**src/rtl/cap4_unit.sv**
```systemverilog
`timescale 1ns/1ps
module cap4_unit #(
  parameter int NCH = 4,
  parameter int TW  = 16,
  parameter int AW  = 4
) (
  input  logic              clk,
  input  logic              rst_n,
  input  logic [NCH-1:0]    pin_i,
  input  logic [TW-1:0]     timer_i,
  input  logic [NCH-1:0]    sw_mode,
  input  logic [NCH-1:0]    fall_edge,
  input  logic              bus_we,
  input  logic [AW-1:0]     bus_addr,
  input  logic [7:0]        bus_wdata,
  output logic [7:0]        bus_rdata,
  output logic [NCH*TW-1:0] cap_o,
  output logic [NCH-1:0]    irq_o
);
  localparam int FLAG_ADDR = 2 * NCH;

  logic [NCH-1:0] sy1, sy2, sy3;
  logic [NCH-1:0] trig, irq_q, clr;
  logic [TW-1:0]  cap_q [NCH];

  always_ff @(posedge clk) begin
    if (!rst_n) begin
      sy1 <= '0;
      sy2 <= '0;
      sy3 <= '0;
    end else begin
      sy1 <= pin_i;
      sy2 <= sy1;
      sy3 <= sy2;
    end
  end

  wire [NCH-1:0] rise    = sy2 & ~sy3;
  wire [NCH-1:0] fall    = ~sy2 & sy3;
  wire           flag_wr = bus_we && (bus_addr == AW'(FLAG_ADDR));

  for (genvar c = 0; c < NCH; c++) begin : g_ch
    wire lo_wr = bus_we && (bus_addr == AW'(2 * c));
    assign trig[c] = sw_mode[c] ? lo_wr : (fall_edge[c] ? fall[c] : rise[c]);
    assign clr[c]  = flag_wr && bus_wdata[c];

    always_ff @(posedge clk) begin
      if (!rst_n)       cap_q[c] <= '0;
      else if (trig[c]) cap_q[c] <= timer_i;
    end

    assign cap_o[c*TW +: TW] = cap_q[c];

    p_hold_r6: assert property (@(posedge clk) disable iff (!rst_n)
      !trig[c] |=> $stable(cap_q[c]));
    p_swcap_r4: assert property (@(posedge clk) disable iff (!rst_n)
      (sw_mode[c] && lo_wr) |=> cap_q[c] == $past(timer_i));
    p_pin_ignored_r5: assert property (@(posedge clk) disable iff (!rst_n)
      (sw_mode[c] && !lo_wr) |=> $stable(cap_q[c]));
    p_rise_cap_r2: assert property (@(posedge clk) disable iff (!rst_n)
      (!sw_mode[c] && !fall_edge[c] && sy2[c] && !sy3[c]) |=> cap_q[c] == $past(timer_i));
    p_fall_cap_r3: assert property (@(posedge clk) disable iff (!rst_n)
      (!sw_mode[c] && fall_edge[c] && !sy2[c] && sy3[c]) |=> cap_q[c] == $past(timer_i));
    p_flag_set_r8: assert property (@(posedge clk) disable iff (!rst_n)
      trig[c] |=> irq_o[c]);
    p_flag_sticky_r8: assert property (@(posedge clk) disable iff (!rst_n)
      (irq_o[c] && !(bus_we && bus_addr == AW'(FLAG_ADDR) && bus_wdata[c])) |=> irq_o[c]);
  end

  always_ff @(posedge clk) begin
    if (!rst_n) irq_q <= '0;
    else        irq_q <= (irq_q & ~clr) | trig;
  end
  assign irq_o = irq_q;

  always_comb begin
    bus_rdata = '0;
    if (bus_addr == AW'(FLAG_ADDR)) bus_rdata[NCH-1:0] = irq_q;
    for (int c = 0; c < NCH; c++) begin
      if (bus_addr == AW'(2 * c))     bus_rdata = cap_q[c][7:0];
      if (bus_addr == AW'(2 * c + 1)) bus_rdata = 8'(cap_q[c] >> 8);
    end
  end
endmodule

```
**config.mk**
```make
export PLATFORM = sky130hd
export DESIGN_NAME = cap4_unit
export DESIGN_NICKNAME = d
export VERILOG_FILES = /design/src/rtl/cap4_unit.sv
export SDC_FILE = /design/constraint.sdc
export NUM_CORES = 1
export LEC_CHECK = 0
export ABC_CLOCK_PERIOD_IN_PS = 1800
export BUFFER_PORTS_ARGS = -buffer_cell sky130_fd_sc_hd__buf_2
export CAP_MARGIN = 20
export CORE_MARGIN = 2
export CORE_UTILIZATION = 30
export DETAILED_ROUTE_END_ITERATION = 8
export PLACE_DENSITY_LB_ADDON = 0.2
export SKIP_CTS_REPAIR_TIMING = 1
export SLEW_MARGIN = 5
export SYNTH_ARGS = -nofsm -noshare
export SYNTH_HDL_FRONTEND = slang
export SYNTH_SLANG_ARGS = --single-unit
```
**constraint.sdc**
```tcl
create_clock -name clk -period 1.8 [get_ports clk]
set_input_delay 0.36 -clock clk [delete_from_list [all_inputs] [get_ports clk]]
set_output_delay 0.36 -clock clk [all_outputs]
set_load 0.1 [all_outputs]
```
==> load_flow_metrics.sql <==
INSERT INTO impl_metrics (metric_group, metric, value, unit) VALUES
('routing', 'num_vias', '3030', ''),
('timing', 'worst_clock_skew', '0.00498', 'ns'),
('cells_and_area', 'mostFrequentLayoutCells', 'sky130_fd_sc_hd__buf_2 (103), sky130_fd_sc_hd__nor2_1 (69), sky130_fd_sc_hd__edfxtp_1 (64)', ''),
('floorplan', 'fp.dieArea', '13300', 'sq um'),
('routing', 'final_antenna_net_count', '0', ''),
('timing', 'setup_violations', '7', ''),
('clocking', 'tritoncts.num_buffers', '9', ''),
('floorplan', 'design.portCount', '119', ''),
('worst_setup_path', 'type_of_origin_of_the_critical_path', 'register', ''),
('power_and_ir_drop', 'power.total', '5.61', 'mW'),
('clocking', 'cts_tree', 'done', ''),
('synth', 'post_synth_inst_count', '326', ''),
('grt', 'via_count_of_the_first_global_routing_pass', '3073', ''),
('cells_and_area', 'mostFrequentLayoutCell', 'sky130_fd_sc_hd__buf_2', ''),
('clocking', 'clock_latency_late_sink', '0.34', 'ns'),
('worst_setup_path', 'max_stage_delay', '0.41', 'ns'),
('floorplan', 'core.rowCount', '40', ''),
('timing', 'relSlewSlack', '0.669', ''),
('worst_setup_path', 'critical_path.endpoint_type', 'primary output', ''),
('synth', 'syn-mean-instance-area', '11.4', 'sq um'),
('routing', 'post_drt_wl_per_cell', '17.2', 'um'),
('worst_setup_path', 'worst-setup-path-type', 'register to primary output', ''),
('worst_setup_path', 'path_cells', 'nor3_2 -> a2111oi_2 -> a41o_1 -> a211o_4 -> buf_12', ''),
('timing', 'max_clock_freq', '0.490', 'GHz'),
('power_and_ir_drop', 'maximum_vdd_ir_drop', '0.000381', 'V'),
('place', 'post-place-cells', '630', ''),
('synth', 'async_reset_ff_frac', '0', ''),
('synth', 'synth-warning-count', '0', ''),
('grt', 'initial_antenna_violation_count', '0', ''),
('timing', 'final_hold_viol_count', '0', ''),
('timing', 'worst_slew_pin_slew', '0.500', 'ns'),
('cells_and_area', 'stdcell_count', '646', ''),
('routing', 'first_pass_iters', '4', ''),
('power_and_ir_drop', 'powerDensity', '1040', 'nW/um^2'),
('place', 'place.gp.congestion', '0.765', ''),
('run', 'cap_viol_max_count', '0', ''),
('timing', 'worst_hold_slack', '0.233', 'ns'),
('timing', 'layout_min_cycle_time', '2.04', 'ns'),
('timing', 'timing_max_transition_violations_final', '0', ''),
('timing', 'fin_setup_tns', '-1.38', 'ns'),
('cells_and_area', 'stdcell_area', '5420', 'sq um'),
('timing', 'rsz0062_at_grt', 'yes', ''),
('floorplan', 'start_util', '0.309', ''),
('worst_setup_path', 'crit_arrival', '1.68', 'ns'),
('floorplan', 'fp.dieH', '116', 'um'),
('routing', 'postRouteWirelength', '11100', 'um'),
('cells_and_area', 'syn_to_final_growth', '45.3', '%'),
('clocking', 'htree_num_levels', '3', ''),
('worst_setup_path', 'worstPathRequired', '1.44', 'ns'),
('floorplan', 'die_width', '116', 'um'),
('clocking', 'clk_root_buffer_cell', 'sky130_fd_sc_hd__clkbuf_16', ''),
('cells_and_area', 'insertedDiodeCount', '0', ''),
('cells_and_area', 'final_net_count', '516', ''),
('place', 'place_ws', '-0.325', 'ns'),
('routing', 'remaining_design_rule_violation_count', '0', ''),
('cells_and_area', 'area.sequential', '2240', 'sq um'),
('cells_and_area', 'layout.filler_cells', '1148', ''),
('grt', 'gr_ovfl_total', '0', ''),
('place', 'post-dp-hpwl', '8390', 'um'),
('clocking', 'post_cts_clock_slew_at_the_launch_and_capture_registers_of_the_worst_setup_and_hold_paths', '0.06', 'ns'),
('outcome', 'failed_checks', 'negative setup slack', ''),
('cells_and_area', 'layout.core_utilization', '0.449', ''),
('timing', 'fin_ws', '-0.242', 'ns'),
('synth', 'synth-edff-count', '64', ''),
('cells_and_area', 'post_route_cells_drive_above_1_share', '0.439', ''),
('worst_setup_path', 'cp_slowest_cell', 'sky130_fd_sc_hd__edfxtp_1', ''),
('timing', 'post_route_fraction_of_the_period_consumed_by_the_critical_path', '1.13', ''),
('clocking', 'clock_path_buffers', '2', ''),
('clocking', 'numClockSinks', '80', ''),
('place', 'port-buffer-count', '114', ''),
('outcome', 'status', 'finished, violations left', '');
-- power breakdown --
part | switching [mW] | leakage, nW | internal (mW)
sequential | 0.0577 | 0.786 | 2.10
clock | 0.708 | 0.161 | 1.34
combinational | 1.07 | 1.26 | 0.344
-- layout make-up --
class,instances,area share
Clock inverter,7,0.0203
Inverter,1,0.000693
Timing Repair Buffer,155,0.205
Clock buffer,9,0.0416
Multi-Input combinational cell,226,0.280
Sequential cell,80,0.414
Tap cell,168,0.0388
-- Yosys cell counts (2+ instances only) --
master,instances,share of area
sky130_fd_sc_hd__nor2_1,69,0.069
sky130_fd_sc_hd__edfxtp_1,64,0.52
sky130_fd_sc_hd__nand2_1,29,0.029
sky130_fd_sc_hd__a21oi_1,20,0.027
sky130_fd_sc_hd__dfxtp_1,16,0.086
sky130_fd_sc_hd__mux2i_1,16,0.043
sky130_fd_sc_hd__and2_1,12,0.020
sky130_fd_sc_hd__buf_6,7,0.021
sky130_fd_sc_hd__nor3_1,7,0.0094
sky130_fd_sc_hd__buf_2,6,0.0081
sky130_fd_sc_hd__nand2b_1,6,0.010
sky130_fd_sc_hd__nand3_1,5,0.0067
sky130_fd_sc_hd__nand3b_1,5,0.010
sky130_fd_sc_hd__nor2b_1,5,0.0084
sky130_fd_sc_hd__o21ai_1,5,0.0067
sky130_fd_sc_hd__o22ai_1,5,0.0084
sky130_fd_sc_hd__or3b_1,5,0.012
sky130_fd_sc_hd__a21boi_0,4,0.0081
sky130_fd_sc_hd__a31oi_4,4,0.023
sky130_fd_sc_hd__clkbuf_1,4,0.0040
sky130_fd_sc_hd__a2111oi_0,2,0.0047
sky130_fd_sc_hd__a211o_1,2,0.0047
sky130_fd_sc_hd__a211oi_1,2,0.0040
sky130_fd_sc_hd__a22o_1,2,0.0047
sky130_fd_sc_hd__a22oi_1,2,0.0040
sky130_fd_sc_hd__a2bb2oi_1,2,0.0047
sky130_fd_sc_hd__a41o_1,2,0.0054
sky130_fd_sc_hd__o21a_1,2,0.0040
sky130_fd_sc_hd__o21ai_0,2,0.0027
sky130_fd_sc_hd__o31ai_1,2,0.0040
-- path summary, 6_finish.rpt --
path | start | endpoint | slack, ns | cells after the start
worst min-delay path | pin_i[0] | sy1[0] | 0.23 | 2
worst min register to register | sy1[3] | sy2[3] | 0.43 | 1
worst max register to register | sy3[2] | cap_q[1][5] | 0.23 | 5
worst max-delay path | cap_q[0][1] | bus_rdata[1] | -0.24 | 5
-- sequential cells by signal, indices dropped and copies added, names as in the netlist --
register  flops
irq_o         4
sy1           4
sy2           4
sy3           4
cap_q        64
-- cells by family (layout without fill, tap and decap cells) --
group,count (synthesis),count (layout),share of synthesized area
buffers and inverters,20,172,0.0416
AND/OR/NAND/NOR,150,150,0.195
flip-flops,80,80,0.601
multiplexers,16,16,0.0429
AO/OA/AOI/OAI,60,60,0.120
-- layer usage --
metal	GRT usage	vias to the layer above	part of all wire
met5	0	-	0
met4	0.0659	0	0.021
met3	0.0356	18	0.048
met2	0.288	87	0.49
met1	0.214	1457	0.44
li1	-	1468	-
-- critical path, delay by kind of cell, from the launching register on --
kind,cells,cell delay [ns]
buffers and inverters,1,0.17
DFF,1,0.41
and+or+nand+nor,1,0.14
AOI/OAI and AO/OA,3,0.63
(Power assumes the default switching activity.)
